===== config.mk =====
export PLATFORM = sky130hd
export DESIGN_NAME = burst_derotator
export DESIGN_NICKNAME = d
export VERILOG_FILES = /design/src/rtl/derot_pkg.sv /design/src/rtl/derot_bank_buf.sv /design/src/rtl/derot_phase_gen.sv /design/src/rtl/derot_cmul.sv /design/src/rtl/burst_derotator.sv
export SDC_FILE = /design/constraint.sdc
export NUM_CORES = 2
export LEC_CHECK = 0
export BUFFER_PORTS_ARGS = -buffer_cell sky130_fd_sc_hd__buf_2
export CORE_AREA = 2 2 390 431
export CTS_CLUSTER_SIZE = 28
export DETAILED_ROUTE_END_ITERATION = 12
export DIE_AREA = 0 0 392 433
export PLACE_DENSITY = 0.76
export SLEW_MARGIN = 20
export SYNTH_ARGS = -nofsm -noshare
export SYNTH_HDL_FRONTEND = slang
export SYNTH_SLANG_ARGS = --single-unit

===== constraint.sdc =====
create_clock -name clk -period 9.07 [get_ports clk]
set_input_delay 1.814 -clock clk [delete_from_list [all_inputs] [get_ports clk]]
set_output_delay 1.814 -clock clk [all_outputs]
set_load 0.005 [all_outputs]

===== src/rtl/derot_pkg.sv =====
package derot_pkg;

    typedef enum logic [1:0] {
        S_IDLE = 2'd0,
        S_LOAD = 2'd1,
        S_RUN  = 2'd2
    } derot_state_t;

    // Cosine of idx/2^tabw turns scaled by amp, from a Taylor series.
    function automatic int cos_fn(input int idx, input int tabw, input int amp);
        real pi_v;
        real ang;
        real term;
        real sum;
        real scaled;
        pi_v = 3.14159265358979323846;
        ang  = 2.0 * pi_v * real'(idx) / real'(1 << tabw);
        if (ang > pi_v) ang = ang - 2.0 * pi_v;
        term = 1.0;
        sum  = 1.0;
        for (int n = 1; n <= 14; n++) begin
            term = -term * ang * ang / real'((2 * n - 1) * (2 * n));
            sum  = sum + term;
        end
        scaled = sum * real'(amp);
        if (scaled >= 0.0) return $rtoi(scaled + 0.5);
        else return -$rtoi(-scaled + 0.5);
    endfunction

endpackage


===== src/rtl/derot_bank_buf.sv =====
module derot_bank_buf #(
    parameter int DW = 8,
    parameter int AW = 6
) (
    input  logic          clk,
    input  logic          rst_n,
    input  logic          wr_valid,
    input  logic [DW-1:0] wr_i,
    input  logic [DW-1:0] wr_q,
    input  logic          wr_last,
    input  logic          rd_en,
    input  logic [AW-1:0] rd_addr,
    input  logic          rd_release,
    output logic          rd_ready,
    output logic [DW-1:0] rd_i,
    output logic [DW-1:0] rd_q
);
    localparam int DEPTH = 1 << AW;
    localparam int TOTAL = 2 * DEPTH;

    logic [2*DW-1:0] mem [TOTAL];
    logic [AW-1:0]   wr_addr;
    logic            wr_bank;
    logic            rd_bank;
    logic [1:0]      full;

    always_ff @(posedge clk) begin
        if (wr_valid) mem[{wr_bank, wr_addr}] <= {wr_i, wr_q};
        if (rd_en) {rd_i, rd_q} <= mem[{rd_bank, rd_addr}];
    end

    always_ff @(posedge clk) begin
        if (!rst_n) begin
            wr_addr <= '0;
            wr_bank <= 1'b0;
            rd_bank <= 1'b0;
            full    <= 2'b00;
        end else begin
            if (wr_valid) begin
                if (wr_last) begin
                    wr_addr        <= '0;
                    wr_bank        <= ~wr_bank;
                    full[wr_bank]  <= 1'b1;
                end else begin
                    wr_addr <= wr_addr + 1'b1;
                end
            end
            if (rd_release) begin
                full[rd_bank] <= 1'b0;
                rd_bank       <= ~rd_bank;
            end
        end
    end

    assign rd_ready = full[rd_bank];

    // the read side only ever touches a bank that the write side has completed
    p_read_full_bank_r8: assert property (@(posedge clk) disable iff (!rst_n)
        rd_en |-> full[rd_bank]);

endmodule


===== src/rtl/derot_phase_gen.sv =====
module derot_phase_gen #(
    parameter int NLOG = 7,
    parameter int PW   = 12,
    parameter int TW   = 8,
    parameter int CW   = 10
) (
    input  logic                 clk,
    input  logic                 rst_n,
    input  logic                 load,
    input  logic                 step,
    input  logic [NLOG-1:0]      bin,
    input  logic [1:0]           mlog,
    input  logic [PW-1:0]        phase0,
    output logic signed [CW-1:0] cos_o,
    output logic signed [CW-1:0] sin_o
);
    import derot_pkg::*;

    localparam int TAB = 1 << TW;
    localparam int QTR = TAB / 4;
    localparam int AMP = (1 << (CW - 1)) - 1;
    localparam int SH0 = PW - NLOG;

    logic signed [CW-1:0] cos_tab [TAB];

    for (genvar g = 0; g < TAB; g++) begin : g_tab
        localparam int CV = cos_fn(g, TW, AMP);
        assign cos_tab[g] = CW'(CV);
    end

    logic [PW-1:0]        acc;
    logic [PW-1:0]        inc;
    logic signed [PW-1:0] bin_ext;
    logic [3:0]           sh_amt;
    logic [TW-1:0]        c_idx;
    logic [TW-1:0]        s_idx;

    always_comb begin
        bin_ext = PW'(signed'(bin));
        sh_amt  = 4'(SH0) - {2'b00, mlog};
        c_idx   = acc[PW-1 -: TW];
        s_idx   = c_idx - TW'(QTR);
    end

    always_ff @(posedge clk) begin
        if (!rst_n) begin
            acc <= '0;
            inc <= '0;
        end else if (load) begin
            acc <= phase0;
            inc <= PW'(bin_ext <<< sh_amt);
        end else if (step) begin
            acc <= acc + inc;
        end
    end

    always_ff @(posedge clk) begin
        if (!rst_n) begin
            cos_o <= '0;
            sin_o <= '0;
        end else begin
            cos_o <= cos_tab[c_idx];
            sin_o <= cos_tab[s_idx];
        end
    end

endmodule


===== src/rtl/derot_cmul.sv =====
module derot_cmul #(
    parameter int DW = 8,
    parameter int CW = 10
) (
    input  logic                 clk,
    input  logic                 rst_n,
    input  logic                 in_vld,
    input  logic                 in_last,
    input  logic signed [DW-1:0] ri,
    input  logic signed [DW-1:0] rq,
    input  logic signed [CW-1:0] c,
    input  logic signed [CW-1:0] s,
    output logic                 out_vld,
    output logic                 out_last,
    output logic [DW-1:0]        ui,
    output logic [DW-1:0]        uq
);
    localparam int PRW  = DW + CW;
    localparam int SW   = PRW + 1;
    localparam int RNDI = 1 << (CW - 2);
    localparam int MAXI = (1 << (DW - 1)) - 1;
    localparam int MINI = -(1 << (DW - 1));

    logic signed [PRW-1:0] p_ic, p_qs, p_qc, p_is;
    logic signed [SW-1:0]  sum_i, sum_q, sh_i, sh_q;
    logic signed [DW-1:0]  sat_i, sat_q;

    function automatic logic signed [DW-1:0] clip(input logic signed [SW-1:0] v);
        if (v > SW'(MAXI)) return DW'(MAXI);
        else if (v < SW'(MINI)) return DW'(MINI);
        else return DW'(v);
    endfunction

    always_comb begin
        p_ic  = ri * c;
        p_qs  = rq * s;
        p_qc  = rq * c;
        p_is  = ri * s;
        sum_i = SW'(p_ic) + SW'(p_qs);
        sum_q = SW'(p_qc) - SW'(p_is);
        sh_i  = (sum_i + SW'(RNDI)) >>> (CW - 1);
        sh_q  = (sum_q + SW'(RNDI)) >>> (CW - 1);
        sat_i = clip(sh_i);
        sat_q = clip(sh_q);
    end

    always_ff @(posedge clk) begin
        if (!rst_n) begin
            out_vld  <= 1'b0;
            out_last <= 1'b0;
            ui       <= '0;
            uq       <= '0;
        end else begin
            out_vld  <= in_vld;
            out_last <= in_vld & in_last;
            ui       <= sat_i;
            uq       <= sat_q;
        end
    end

    // an end-of-burst mark never appears without a sample
    p_last_has_valid_r6: assert property (@(posedge clk) disable iff (!rst_n)
        out_last |-> out_vld);

endmodule


===== src/rtl/burst_derotator.sv =====
module burst_derotator #(
    parameter int DW   = 8,
    parameter int AW   = 6,
    parameter int NLOG = 7,
    parameter int PW   = 12,
    parameter int TW   = 8,
    parameter int CW   = 10
) (
    input  logic            clk,
    input  logic            rst_n,
    input  logic            wr_valid,
    input  logic [DW-1:0]   wr_i,
    input  logic [DW-1:0]   wr_q,
    input  logic            wr_last,
    input  logic            est_valid,
    input  logic [NLOG-1:0] est_bin,
    input  logic [PW-1:0]   est_phase,
    input  logic [1:0]      est_mlog,
    input  logic [AW:0]     est_len,
    output logic            out_valid,
    output logic [DW-1:0]   out_i,
    output logic [DW-1:0]   out_q,
    output logic            out_last
);
    import derot_pkg::*;

    localparam int LW = AW + 1;

    derot_state_t state, nxt;

    logic            est_pend;
    logic [NLOG-1:0] pend_bin;
    logic [PW-1:0]   pend_phase;
    logic [1:0]      pend_mlog;
    logic [LW-1:0]   pend_len;
    logic [LW-1:0]   act_len;
    logic [AW-1:0]   cnt;

    logic load, run, run_last, release_bank, bank_ready;
    logic s1_vld, s1_last;
    logic [DW-1:0] buf_i, buf_q;
    logic signed [CW-1:0] cos_v, sin_v;

    // state register
    always_ff @(posedge clk) begin
        if (!rst_n) state <= S_IDLE;
        else        state <= nxt;
    end

    // transitions: start, go, done
    always_comb begin
        nxt = state;
        unique case (state)
            S_IDLE: if (est_pend && bank_ready) nxt = S_LOAD;
            S_LOAD: nxt = S_RUN;
            S_RUN:  if (run_last) nxt = S_IDLE;
            default: nxt = S_IDLE;
        endcase
    end

    // state-derived controls
    always_comb begin
        run_last     = ({1'b0, cnt} == act_len - 1'b1);
        load         = (state == S_LOAD);
        run          = (state == S_RUN);
        release_bank = run && run_last;
    end

    always_ff @(posedge clk) begin
        if (!rst_n) begin
            est_pend   <= 1'b0;
            pend_bin   <= '0;
            pend_phase <= '0;
            pend_mlog  <= '0;
            pend_len   <= '0;
            act_len    <= '0;
            cnt        <= '0;
            s1_vld     <= 1'b0;
            s1_last    <= 1'b0;
        end else begin
            if (est_valid) begin
                est_pend   <= 1'b1;
                pend_bin   <= est_bin;
                pend_phase <= est_phase;
                pend_mlog  <= est_mlog;
                pend_len   <= est_len;
            end else if (load) begin
                est_pend <= 1'b0;
            end
            if (load) begin
                act_len <= pend_len;
                cnt     <= '0;
            end else if (run) begin
                cnt <= cnt + 1'b1;
            end
            s1_vld  <= run;
            s1_last <= release_bank;
        end
    end

    derot_bank_buf #(.DW(DW), .AW(AW)) u_buf (
        .clk        (clk),
        .rst_n      (rst_n),
        .wr_valid   (wr_valid),
        .wr_i       (wr_i),
        .wr_q       (wr_q),
        .wr_last    (wr_last),
        .rd_en      (run),
        .rd_addr    (cnt),
        .rd_release (release_bank),
        .rd_ready   (bank_ready),
        .rd_i       (buf_i),
        .rd_q       (buf_q)
    );

    derot_phase_gen #(.NLOG(NLOG), .PW(PW), .TW(TW), .CW(CW)) u_phase (
        .clk    (clk),
        .rst_n  (rst_n),
        .load   (load),
        .step   (run),
        .bin    (pend_bin),
        .mlog   (pend_mlog),
        .phase0 (pend_phase),
        .cos_o  (cos_v),
        .sin_o  (sin_v)
    );

    derot_cmul #(.DW(DW), .CW(CW)) u_mul (
        .clk      (clk),
        .rst_n    (rst_n),
        .in_vld   (s1_vld),
        .in_last  (s1_last),
        .ri       (signed'(buf_i)),
        .rq       (signed'(buf_q)),
        .c        (cos_v),
        .s        (sin_v),
        .out_vld  (out_valid),
        .out_last (out_last),
        .ui       (out_i),
        .uq       (out_q)
    );

    // a stream of corrected samples only stops right after its last sample
    p_stream_ends_at_last_r6: assert property (@(posedge clk) disable iff (!rst_n)
        $fell(out_valid) |-> $past(out_last));

    // correction of a burst is only prepared once an estimate was pending
    p_load_needs_estimate_r7: assert property (@(posedge clk) disable iff (!rst_n)
        (state == S_LOAD) |-> $past(est_pend));

endmodule


==> results.json <==
{
  "power_density_nw_per_um2": 355,
  "antenna_found_initial": 22,
  "cp.depth": 21,
  "syn_inst": 5407,
  "rsz0062_at_grt": "false",
  "grt_pass1_vias": 52645,
  "worstSkewPairLatency_ns": 0.86,
  "fin_ws_ns": 2.17,
  "vias": 51704,
  "slew_violations": 0,
  "stdcell_area_um2": 109000,
  "drt_iter0_markers": 7115,
  "routed_wl_mm": 244,
  "clkTransAtPathRegs_ns": 0.06,
  "syn_area_per_cell_um2": 18.3,
  "grt_max_degree": 146,
  "ant_nets": 0,
  "core-area_um2": 165000,
  "root_buffer": "clkbuf_16",
  "worst_slew_pin_slew_ns": 1.21,
  "initial_utilization": 0.597,
  "dpl.hpwl_mm": 141,
  "crit_chain": "and2_1, fa_1, inv_1, fa_1, inv_1, fa_1, fa_1, fa_1, inv_1, fa_1, inv_1, ha_1, a21o_1, a2111o_1, a2111oi_4, o32ai_1, a311o_1, a21oi_2, xor2_1, o2111ai_1, o21ai_1",
  "vias_per_cell": 6.49,
  "min_path_type": "reg -> reg",
  "finalPower_uw": 38600,
  "fillers": 10641,
  "fp.dieW_um": 392,
  "gp_congestion": 0.907,
  "dpl-instance-area_um2": 102000,
  "wl_per_cell_um": 30.6,
  "cts_buffers": 202,
  "required_ns": 9.82,
  "cts_resized": 0,
  "drive_gt1_frac": 0.222,
  "synth_nets": 5940,
  "crit_type": "reg -> reg",
  "end_kind": "flop",
  "synth_enable_flop_cells": 2064,
  "yosysWarnings": 0,
  "crit_family": "adder cells",
  "syn_area_um2": 98700,
  "reg2reg_depth": 21,
  "max_freq_mhz": 145,
  "drc_errors": 0,
  "r2r_slack_ns": 2.17,
  "cts_tree": "done",
  "ios": 67,
  "ys_seq_area_frac": 0.652,
  "startpoint_type": "flop",
  "h-tree-depth": 4,
  "worst_ep_arrival_time_ns": 7.65,
  "chipHeight_um": 433,
  "grt_pass1_wl_mm": 354,
  "timing.final.crit_share": 0.760,
  "slowest_delay_ns": 0.69,
  "hold_buffers": 0,
  "setup_tns_ns": 0,
  "cap_viol_max_count": 0,
  "worstPathMaxFanout": 20,
  "dr.pass1.iters": 6,
  "setup_viol": 0,
  "ys_ff_latch": 2182,
  "area_growth_pct": 10.3,
  "numClockSinks": 2182,
  "design.die.area_um2": 170000,
  "power.leakage_uw": 0.0359,
  "cts_setup_buffers": 0,
  "dp_worst_setup_slack_ns": 2.19,
  "clock_skew_ns": 0.0349,
  "cp_common_cell": "fa_1",
  "maxSlewHeadroom": 0.190,
  "critPathSlowestCell": "edfxtp_1",
  "hold_viol_final": 0,
  "period_minus_slack_ns": 6.90,
  "status": "complete, no violations",
  "rows": 157,
  "whs_path_depth": 1,
  "synth_cell_types": 77,
  "synth_flop_cell": "edfxtp_1",
  "crit_buf_inv": 4,
  "num-nets-final": 6103,
  "synth_async_sr_flop_share": 0,
  "grt_remaining_overflow": 0,
  "clock_path_buffers": 3,
  "ir_drop_v": 0.00124,
  "numPortBuffers": 66,
  "track_usage": 0.289
}
[state kept, by name (all words and copies together), names as in the netlist, 2 cells and up]
register / count
u_phase.acc: 12
state: 2
pend_len: 7
u_mul.uq: 8
u_phase.cos_o: 10
u_buf.wr_addr: 6
u_buf.rd_q: 8
pend_mlog: 2
u_phase.sin_o: 10
pend_bin: 7
pend_phase: 12
u_phase.inc: 12
u_buf.rd_i: 8
u_mul.ui: 8
u_buf.full: 2
act_len: 7
cnt: 6
u_buf.mem: 2048
[final cells by class]
type	count	area, um^2	share of cell area
inverter	422	1580	0.0145
antenna	6	15.0	0.000138
clock inverter	117	1380	0.0126
sequential	2182	64400	0.591
multi-input combinational	2507	31700	0.291
tap	2226	2790	0.0256
clock buffer	249	5240	0.0481
timing repair buffer	255	1900	0.0174
[power breakdown]
group / internal, uW / switching (uW) / leakage, uW
Combinational: 7840 / 10700 / 0.0132
Sequential: 11200 / 269 / 0.0195
Clock: 4790 / 3790 / 0.00318
[metal layers]
layer	vias up	track usage	wire [um]
li1	21046	-	-
met1	27110	0.397	89500
met2	3021	0.470	122000
met3	513	0.0523	22600
met4	14	0.109	9800
met5	-	0	95
[logic make-up (layout without fill, tap and decap cells)]
kind of cell	after synthesis	after routing	synth area share
other	0	6	0
muxes	768	768	0.165
adders and majority gates	484	484	0.0867
AOI/OAI and AO/OA	320	320	0.0209
and+or+nand+nor	866	866	0.0414
buffers and inverters	718	1043	0.0281
xor gates and xnor gates	69	69	0.00620
DFF	2182	2182	0.652
[worst register-to-register path, delay by kind of cell (launching register included)]
family          cells  cell delay (ns)
fa+ha+maj           7             3.31
compound gates      8             2.17
flops               1             0.69
simple gates        1             0.29
buf+inv             4             0.19
xor+xnor            1             0.16
[synth_stat cells, types with 61 or more instances]
master    number  share of area
nand2_1      224         0.0085
ha_1         150          0.019
mux2i_1       61         0.0062
and2_1       192          0.012
inv_1        417          0.016
dfxtp_1      118          0.024
edfxtp_1    2064           0.63
a21oi_1       78         0.0040
fa_1         334          0.068
nor2_1       286          0.011
o21ai_0       75         0.0038
clkbuf_1     210         0.0080
mux4_2       686           0.16
[layout by cell type (no fill, tap or decap), types with 11 or more instances in the layout]
master / instances
nand4_1: 11
mux4_2: 686
nand3_1: 35
xnor2_1: 42
clkbuf_16: 202
clkbuf_1: 46
xor2_1: 26
clkinv_1: 43
a31oi_1: 13
buf_4: 197
nor3_1: 14
a211oi_1: 15
inv_6: 11
bufinv_16: 23
mux2i_1: 61
nor2_1: 285
inv_1: 417
nand2_1: 224
and2_1: 192
edfxtp_1: 2064
nor2b_1: 55
fa_1: 334
mux2_2: 21
o211ai_1: 20
ha_1: 149
buf_2: 50
o21ai_1: 25
a21oi_1: 78
nand2b_1: 24
clkinv_2: 18
dfxtp_1: 108
o21ai_0: 75
[stage by stage]
stage	hold slack [ns]	utilization	instances
floorplan	0.428	-	5407
global placement	0.453	0.618	7590
detailed placement	0.451	0.618	7590
CTS	0.467	0.658	7956
global route	0.488	0.658	7958
finish	0.466	0.658	7964
[worst paths after layout]
kind	startpoint	endpoint
worst max-delay path	u_buf.rd_q[2]$_DFFE_PP_	u_mul.uq[1]$_SDFF_PN0_
worst min-delay path	s1_vld$_SDFF_PN0_	u_mul.out_vld$_SDFF_PN0_
worst max register to register	u_buf.rd_q[2]$_DFFE_PP_	u_mul.uq[1]$_SDFF_PN0_
worst min register to register	s1_vld$_SDFF_PN0_	u_mul.out_vld$_SDFF_PN0_
Power figures use the tool's default switching activity.
